--- src/rtl/cimap_pkg.sv ---
package cimap_pkg;
   localparam int AW = 13;
   localparam int DW = 32;

   // single registers
   localparam logic [AW-1:0] OFS_GEN   = 13'h010;
   localparam logic [AW-1:0] OFS_SSET  = 13'h020;
   localparam logic [AW-1:0] OFS_SCLR  = 13'h024;
   localparam logic [AW-1:0] OFS_ESET  = 13'h028;
   localparam logic [AW-1:0] OFS_ECLR  = 13'h02C;
   localparam logic [AW-1:0] OFS_HSET  = 13'h034;
   localparam logic [AW-1:0] OFS_HCLR  = 13'h038;

   // bitmap regions, 128 bytes each
   localparam logic [AW-1:0] BASE_RAW  = 13'h200;
   localparam logic [AW-1:0] BASE_PEND = 13'h280;
   localparam logic [AW-1:0] BASE_ENS  = 13'h300;
   localparam logic [AW-1:0] BASE_ENC  = 13'h380;
   localparam logic [AW-1:0] BASE_MAP  = 13'h400;

   localparam int MAX_SRC  = 1024;
   localparam int MAX_HOST = 256;
endpackage

--- src/rtl/cimap_busdec.sv ---
module cimap_busdec
   import cimap_pkg::*;
#(
   parameter int N_SRC     = 64,
   parameter int N_HOST    = 8,
   parameter int MAP_WORDS = (N_SRC + 3) / 4
) (
   input  logic                 bus_we,
   input  logic [AW-1:0]        bus_addr,
   input  logic [DW-1:0]        bus_wdata,
   output logic [N_SRC-1:0]     sw_set,
   output logic [N_SRC-1:0]     sw_clr,
   output logic [N_SRC-1:0]     en_set,
   output logic [N_SRC-1:0]     en_clr,
   output logic [N_HOST-1:0]    hen_set,
   output logic [N_HOST-1:0]    hen_clr,
   output logic                 gen_we,
   output logic [MAP_WORDS-1:0] map_we
);
   // index registers match only exact in-range values
   for (genvar i = 0; i < N_SRC; i++) begin : g_src
      localparam int W = i / 32;
      localparam int B = i % 32;
      localparam logic [AW-1:0] A_RAW  = BASE_RAW  + AW'(4 * W);
      localparam logic [AW-1:0] A_PEND = BASE_PEND + AW'(4 * W);
      localparam logic [AW-1:0] A_ENS  = BASE_ENS  + AW'(4 * W);
      localparam logic [AW-1:0] A_ENC  = BASE_ENC  + AW'(4 * W);
      logic idx_hit;
      assign idx_hit   = (bus_wdata == DW'(i));
      assign sw_set[i] = bus_we & (((bus_addr == OFS_SSET) & idx_hit) |
                                   ((bus_addr == A_RAW)  & bus_wdata[B]));
      assign sw_clr[i] = bus_we & (((bus_addr == OFS_SCLR) & idx_hit) |
                                   ((bus_addr == A_PEND) & bus_wdata[B]));
      assign en_set[i] = bus_we & (((bus_addr == OFS_ESET) & idx_hit) |
                                   ((bus_addr == A_ENS)  & bus_wdata[B]));
      assign en_clr[i] = bus_we & (((bus_addr == OFS_ECLR) & idx_hit) |
                                   ((bus_addr == A_ENC)  & bus_wdata[B]));
   end

   for (genvar h = 0; h < N_HOST; h++) begin : g_host
      assign hen_set[h] = bus_we & (bus_addr == OFS_HSET) & (bus_wdata == DW'(h));
      assign hen_clr[h] = bus_we & (bus_addr == OFS_HCLR) & (bus_wdata == DW'(h));
   end

   for (genvar k = 0; k < MAP_WORDS; k++) begin : g_map
      assign map_we[k] = bus_we & (bus_addr == (BASE_MAP + AW'(4 * k)));
   end

   assign gen_we = bus_we & (bus_addr == OFS_GEN);
endmodule

--- src/rtl/cimap_status.sv ---
module cimap_status #(
   parameter int N_SRC = 64
) (
   input  logic             clk,
   input  logic             rst_n,
   input  logic [N_SRC-1:0] sys_irq,
   input  logic [N_SRC-1:0] sw_set,
   input  logic [N_SRC-1:0] sw_clr,
   input  logic [N_SRC-1:0] en_set,
   input  logic [N_SRC-1:0] en_clr,
   output logic [N_SRC-1:0] raw_q,
   output logic [N_SRC-1:0] en_q
);
   logic [N_SRC-1:0] prev_q;
   logic [N_SRC-1:0] rise;

   assign rise = sys_irq & ~prev_q;

   always_ff @(posedge clk) begin
      if (!rst_n) begin
         prev_q <= '0;
         raw_q  <= '0;
         en_q   <= '0;
      end else begin
         prev_q <= sys_irq;
         // setting sources take precedence over clears
         raw_q  <= (raw_q & ~sw_clr) | sw_set | rise;
         en_q   <= (en_q & ~en_clr) | en_set;
      end
   end


   raw_sticky_chk: assert property (@(posedge clk) disable iff (!rst_n)
      1'b1 |=> (((($past(raw_q) & ~$past(sw_clr))) & ~raw_q) == '0));


   set_wins_chk: assert property (@(posedge clk) disable iff (!rst_n)
      1'b1 |=> (($past(rise | sw_set) & ~raw_q) == '0));
endmodule

--- src/rtl/cimap_chmap.sv ---
module cimap_chmap
   import cimap_pkg::*;
#(
   parameter int N_SRC     = 64,
   parameter int MAP_WORDS = (N_SRC + 3) / 4
) (
   input  logic                       clk,
   input  logic                       rst_n,
   input  logic [MAP_WORDS-1:0]       map_we,
   input  logic [DW-1:0]              bus_wdata,
   output logic [N_SRC-1:0][7:0]      chan_q
);
   always_ff @(posedge clk) begin
      if (!rst_n) begin
         chan_q <= '0;
      end else begin
         for (int i = 0; i < N_SRC; i++) begin
            if (map_we[i / 4]) chan_q[i] <= bus_wdata[8 * (i % 4) +: 8];
         end
      end
   end
endmodule

--- src/rtl/cimap_route.sv ---
module cimap_route #(
   parameter int N_SRC  = 64,
   parameter int N_HOST = 8
) (
   input  logic                  clk,
   input  logic                  rst_n,
   input  logic [N_SRC-1:0]      pend,
   input  logic [N_SRC-1:0][7:0] chan,
   input  logic [N_HOST-1:0]     hen_set,
   input  logic [N_HOST-1:0]     hen_clr,
   input  logic                  gen_we,
   input  logic                  gen_wd,
   output logic                  gen_q,
   output logic [N_HOST-1:0]     host_irq
);
   logic [N_HOST-1:0] hen_q;
   logic [N_HOST-1:0] hit;

   for (genvar h = 0; h < N_HOST; h++) begin : g_host
      logic [N_SRC-1:0] sel;
      for (genvar i = 0; i < N_SRC; i++) begin : g_src
         assign sel[i] = (chan[i] == 8'(h));
      end
      assign hit[h] = |(pend & sel);
   end

   always_ff @(posedge clk) begin
      if (!rst_n) begin
         hen_q    <= '0;
         gen_q    <= 1'b0;
         host_irq <= '0;
      end else begin
         hen_q    <= (hen_q & ~hen_clr) | hen_set;
         if (gen_we) gen_q <= gen_wd;
         host_irq <= hit & hen_q & {N_HOST{gen_q}};
      end
   end


   gen_gate_chk: assert property (@(posedge clk) disable iff (!rst_n)
      !gen_q |=> (host_irq == '0));


   hen_gate_chk: assert property (@(posedge clk) disable iff (!rst_n)
      1'b1 |=> ((host_irq & ~$past(hen_q)) == '0));


   idle_quiet_chk: assert property (@(posedge clk) disable iff (!rst_n)
      (pend == '0) |=> (host_irq == '0));
endmodule

--- src/rtl/irq_mapper_ctrl.sv ---
module irq_mapper_ctrl
   import cimap_pkg::*;
#(
   parameter int N_SRC  = 64,
   parameter int N_HOST = 8
) (
   input  logic              clk,
   input  logic              rst_n,
   input  logic [N_SRC-1:0]  sys_irq,
   input  logic              bus_we,
   input  logic [12:0]       bus_addr,
   input  logic [31:0]       bus_wdata,
   output logic [31:0]       bus_rdata,
   output logic [N_HOST-1:0] host_irq
);
   localparam int N_WORDS   = (N_SRC + 31) / 32;
   localparam int MAP_WORDS = (N_SRC + 3) / 4;

   if (N_SRC < 1 || N_SRC > MAX_SRC) begin : g_bad_src
      $error("irq_mapper_ctrl: N_SRC out of range");
   end
   if (N_HOST < 1 || N_HOST > MAX_HOST) begin : g_bad_host
      $error("irq_mapper_ctrl: N_HOST out of range");
   end

   logic [N_SRC-1:0]      sw_set, sw_clr, en_set, en_clr;
   logic [N_HOST-1:0]     hen_set, hen_clr;
   logic                  gen_we, gen_q;
   logic [MAP_WORDS-1:0]  map_we;
   logic [N_SRC-1:0]      raw, en;
   logic [N_SRC-1:0][7:0] chan;

   cimap_busdec #(.N_SRC(N_SRC), .N_HOST(N_HOST), .MAP_WORDS(MAP_WORDS)) u_dec (
      .bus_we(bus_we), .bus_addr(bus_addr), .bus_wdata(bus_wdata),
      .sw_set(sw_set), .sw_clr(sw_clr), .en_set(en_set), .en_clr(en_clr),
      .hen_set(hen_set), .hen_clr(hen_clr), .gen_we(gen_we), .map_we(map_we)
   );

   cimap_status #(.N_SRC(N_SRC)) u_stat (
      .clk(clk), .rst_n(rst_n), .sys_irq(sys_irq),
      .sw_set(sw_set), .sw_clr(sw_clr), .en_set(en_set), .en_clr(en_clr),
      .raw_q(raw), .en_q(en)
   );

   cimap_chmap #(.N_SRC(N_SRC), .MAP_WORDS(MAP_WORDS)) u_map (
      .clk(clk), .rst_n(rst_n), .map_we(map_we), .bus_wdata(bus_wdata),
      .chan_q(chan)
   );

   cimap_route #(.N_SRC(N_SRC), .N_HOST(N_HOST)) u_route (
      .clk(clk), .rst_n(rst_n), .pend(raw & en), .chan(chan),
      .hen_set(hen_set), .hen_clr(hen_clr), .gen_we(gen_we),
      .gen_wd(bus_wdata[0]), .gen_q(gen_q), .host_irq(host_irq)
   );

   // read path, zero-padded to whole words
   logic [32*N_WORDS-1:0]   raw_pad, en_pad;
   logic [32*MAP_WORDS-1:0] map_pad;
   logic [4:0]              sw;
   logic [7:0]              mw;

   always_comb begin
      raw_pad = '0;
      en_pad  = '0;
      map_pad = '0;
      raw_pad[N_SRC-1:0]   = raw;
      en_pad[N_SRC-1:0]    = en;
      map_pad[8*N_SRC-1:0] = chan;
      sw        = bus_addr[6:2];
      mw        = bus_addr[9:2];
      bus_rdata = '0;
      if (bus_addr == OFS_GEN) begin
         bus_rdata = {31'd0, gen_q};
      end else if (bus_addr[12:10] == 3'b001) begin
         if (32'(mw) < MAP_WORDS) bus_rdata = map_pad[32*mw +: 32];
      end else if (32'(sw) < N_WORDS) begin
         case (bus_addr[12:7])
            BASE_RAW[12:7]:  bus_rdata = raw_pad[32*sw +: 32];
            BASE_PEND[12:7]: bus_rdata = raw_pad[32*sw +: 32] & en_pad[32*sw +: 32];
            BASE_ENS[12:7],
            BASE_ENC[12:7]:  bus_rdata = en_pad[32*sw +: 32];
            default:         bus_rdata = '0;
         endcase
      end
   end


   oor_idx_chk: assert property (@(posedge clk) disable iff (!rst_n)
      (bus_we && (bus_addr == OFS_ESET || bus_addr == OFS_ECLR) &&
       (bus_wdata >= 32'(N_SRC))) |=> $stable(en));
endmodule

--- config.mk ---
export PLATFORM = sky130hd
export DESIGN_NAME = irq_mapper_ctrl
export DESIGN_NICKNAME = d
export VERILOG_FILES = /design/src/rtl/cimap_pkg.sv /design/src/rtl/cimap_busdec.sv /design/src/rtl/cimap_status.sv /design/src/rtl/cimap_chmap.sv /design/src/rtl/cimap_route.sv /design/src/rtl/irq_mapper_ctrl.sv
export SDC_FILE = /design/constraint.sdc
export NUM_CORES = 2
export LEC_CHECK = 0
export BUFFER_PORTS_ARGS = -buffer_cell sky130_fd_sc_hd__buf_2
export CAP_MARGIN = 0
export CORE_MARGIN = 2
export CORE_UTILIZATION = 25
export DETAILED_ROUTE_END_ITERATION = 12
export SYNTH_ARGS = -nofsm -noshare
export SYNTH_HDL_FRONTEND = slang
export SYNTH_HIERARCHICAL = 1
export SYNTH_SLANG_ARGS = --single-unit
export TNS_END_PERCENT = 30
--- constraint.sdc ---
create_clock -name clk -period 5.6 [get_ports clk]
set_input_delay 1.12 -clock clk [delete_from_list [all_inputs] [get_ports clk]]
set_output_delay 1.12 -clock clk [all_outputs]
set_load 0.01 [all_outputs]
==> results.py <==
metrics = {
    "status": {
        "status": "finished with violations",
        "failed_checks": "max-capacitance violations, max-slew violations",
    },
    "sta": {
        "worst_pin_slew_ns": 1.61,
        "slew_violations": 5,
        "setup_viol": 0,
        "timing.hold.ws_ns": 0.542,
        "clock_skew_ns": 0.0664,
        "slew_headroom_pct": -8.52,
        "hold_violations": 0,
        "fin_crit_ns": 5.12,
        "post-route-period-util_pct": 91.4,
        "rsz0062_at_grt": "no",
        "timing.fmax_mhz": 195,
        "setup_ws_ns": 0.479,
        "finalSetupTns_ns": 0,
    },
    "final_layout": {
        "filler_cell_count": 18383,
        "final_area_mm2": 0.0498,
        "final_core_util_pct": 28.6,
        "nNetsFinal": 4634,
        "areaGrowthSynthToFinish_pct": 13.9,
        "finalNonFillerCells": 6930,
        "drive_gt1_share_pct": 15.2,
    },
    "floorplanning": {
        "die_y_um": 422,
        "rows": 153,
        "io_pins": 152,
        "die_w_um": 422,
        "start_util_pct": 25.1,
        "dieArea_mm2": 0.178,
        "core_area_mm2": 0.174,
    },
    "power_and_ir_drop": {
        "power.switching_mw": 3.23,
        "p_per_area_mw_per_mm2": 248,
        "power.leakage_nw": 15.0,
        "seq_power_share_pct": 42.8,
        "combPwrFrac_pct": 6.3,
        "total_power_mw": 12.3,
        "switching_share_pct": 26.2,
        "ir_drop_v": 0.000289,
        "internal_power_mw": 9.11,
        "clock_power_share_pct": 50.9,
    },
    "worst_setup_path": {
        "critPathArrivalTime_ns": 4.00,
        "r2r_end": "u_route/host_irq[5]",
        "r2r_cells": 6,
        "cp.required_ns": 4.48,
        "cp_max_fo": 68,
        "crit_path_start_kind": "input pin",
        "r2r_setup_slack_ns": 0.98,
        "worstSetupPathType": "in2out",
        "reg2reg_from": "u_map/chan_q[443]",
        "cp-end-kind": "primary output",
    },
    "grt": {
        "antenna_found_initial": 47,
        "grt_pass1_wl_mm": 344,
        "grt_use_total_pct": 28.1,
        "grt_max_degree": 237,
        "overflow": 0,
        "grt_pass1_vias": 37463,
    },
    "clock_network": {
        "clock_sink_count": 721,
        "clock_latency_ns": 0.80,
        "root_buffer": "clkbuf_16",
        "clk_pin_slew_ns": 0.06,
        "htreeDepth": 3,
        "cts_resized": 0,
        "hold_buffers": 0,
        "numCtsBuffers": 89,
        "cts_setup_buffers": 0,
        "tritoncts": "done",
        "clockBufferDepth": 3,
    },
    "route": {
        "drt_iter0_drc": 6327,
        "wl_per_cell_um": 37.7,
        "ant_nets": 0,
        "wl_mm": 261,
        "drt_first_pass_iters": 8,
        "vias": 41100,
        "drc_errors": 0,
        "vias_per_cell": 5.93,
    },
    "placement": {
        "dp_cells": 6756,
        "place_area_mm2": 0.0466,
        "dpl_worst_slack_ns": 0.531,
        "place.port_buffers": 151,
        "place_hpwl_mm": 201,
        "gp_congestion": 1.12,
    },
    "logic_synthesis": {
        "synth-edff-count": 0,
        "syn-num-nets": 4623,
        "avgSynthCellArea_um2": 9.69,
        "syn_inst": 4511,
        "ys_types": 80,
        "synth-seq-cells": 721,
        "synthArstFlopShare_pct": 0,
        "syn_area_mm2": 0.0437,
        "ys_warn_count": 6,
        "synthTopCellsByCount": "nor2b_1, dfxtp_1, mux2i_1",
        "synth_top_area_share_pct": 33.0,
        "synth.area.top_cells": "dfxtp_1, mux2i_1, nor2b_1",
        "synth_top_area_cell": "dfxtp_1",
        "synth_ff_type": "dfxtp_1",
        "post-synth-top-count-cell": "nor2b_1",
        "seq_area_frac_synth_pct": 33.0,
    },
    "run": {
        "maxCapViolCount": 1,
    },
    "min_path": {
        "holdCritPathClass": "reg2reg",
        "worstHoldPathCells": 2,
        "holdPathEnd": "u_stat/raw_q[14]",
        "hold_start": "u_stat/prev_q[14]",
    },
}
[flip-flops by register name, indices dropped and copies added, names as in the netlist]
name              count
u_route/gen_q         1
u_stat/prev_q        64
u_route/host_irq      8
u_stat/raw_q         64
u_stat/en_q          64
u_route/hen_q         8
u_map/chan_q        512
[cells in the final DEF, fill, tap and decap left out, drive strengths merged, types with 63 or more instances in the layout]
| master | netlist | routed |
|---|---|---|
| a32o | 129 | 129 |
| and2 | 130 | 130 |
| buf | 255 | 276 |
| clkbuf | 101 | 120 |
| dfxtp | 721 | 721 |
| mux2i | 612 | 612 |
| mux4 | 126 | 126 |
| nand2 | 198 | 198 |
| nand3 | 119 | 119 |
| nand4 | 77 | 77 |
| nor2 | 135 | 135 |
| nor2b | 747 | 747 |
| nor3 | 104 | 104 |
| nor4 | 122 | 122 |
| o21a | 74 | 74 |
| o21ai | 63 | 63 |
| o31a | 65 | 65 |
| o32ai | 154 | 154 |
[worst max path at each step]
stage,endpoint,startpoint,slack (ns),cells after the start
after floorplan,bus_rdata[0],bus_addr[2],1.88,6
after global placement,bus_rdata[9],bus_addr[2],0.54,8
after detailed placement,bus_rdata[9],bus_addr[2],0.53,8
after CTS,bus_rdata[9],bus_addr[2],0.52,8
after global routing,bus_rdata[0],bus_addr[2],0.48,8
final,bus_rdata[0],bus_addr[2],0.48,8
[kinds of logic after synthesis]
group,Yosys count,synth area share [%]
and+or+nand+nor,1968,27.2
DFF,721,33.0
AOI/OAI and AO/OA,671,13.2
muxes,769,21.3
buffers and inverters,382,5.23
[area by class of cell]
class | instances | area [µm²] | area share (%)
diodes | 14 | 35.0 | 0.0704
clock buffers | 120 | 2530 | 5.09
clock inverters | 40 | 608 | 1.22
inverters | 26 | 97.6 | 0.196
multi-input cells | 3408 | 27300 | 54.8
flip-flops and latches | 721 | 14400 | 29.0
well taps | 2325 | 2910 | 5.85
repair buffers | 276 | 1900 | 3.81
[worst max-delay path, cell delays in order]
cell       delay, ns
buf_8           0.54
mux2i_1         0.23
a22oi_1         1.06
o2111ai_1       0.22
buf_4           0.21
nand4_1         0.22
buf_4           0.16
buf_2           0.12
[power groups by stage]
stage,registers (mW),clock network (mW),logic [mW]
final,5.28,6.29,0.777
after global routing,5.27,6.55,0.798
after CTS,5.26,6.38,0.759
after detailed placement,5.38,0,0.757
after global placement,5.38,0,0.749
after floorplan,5.32,0,0.433
[metal layers]
layer,up-vias,wire length [µm],global-route usage [%],share of wire [%]
met5,-,198,0,0.076
met4,30,17800,15.5,6.8
met3,600,27500,8.69,11
met2,2709,112000,42.5,43
met1,20693,104000,35.4,40
li1,17068,-,-,-
(Power assumes the default switching activity.)
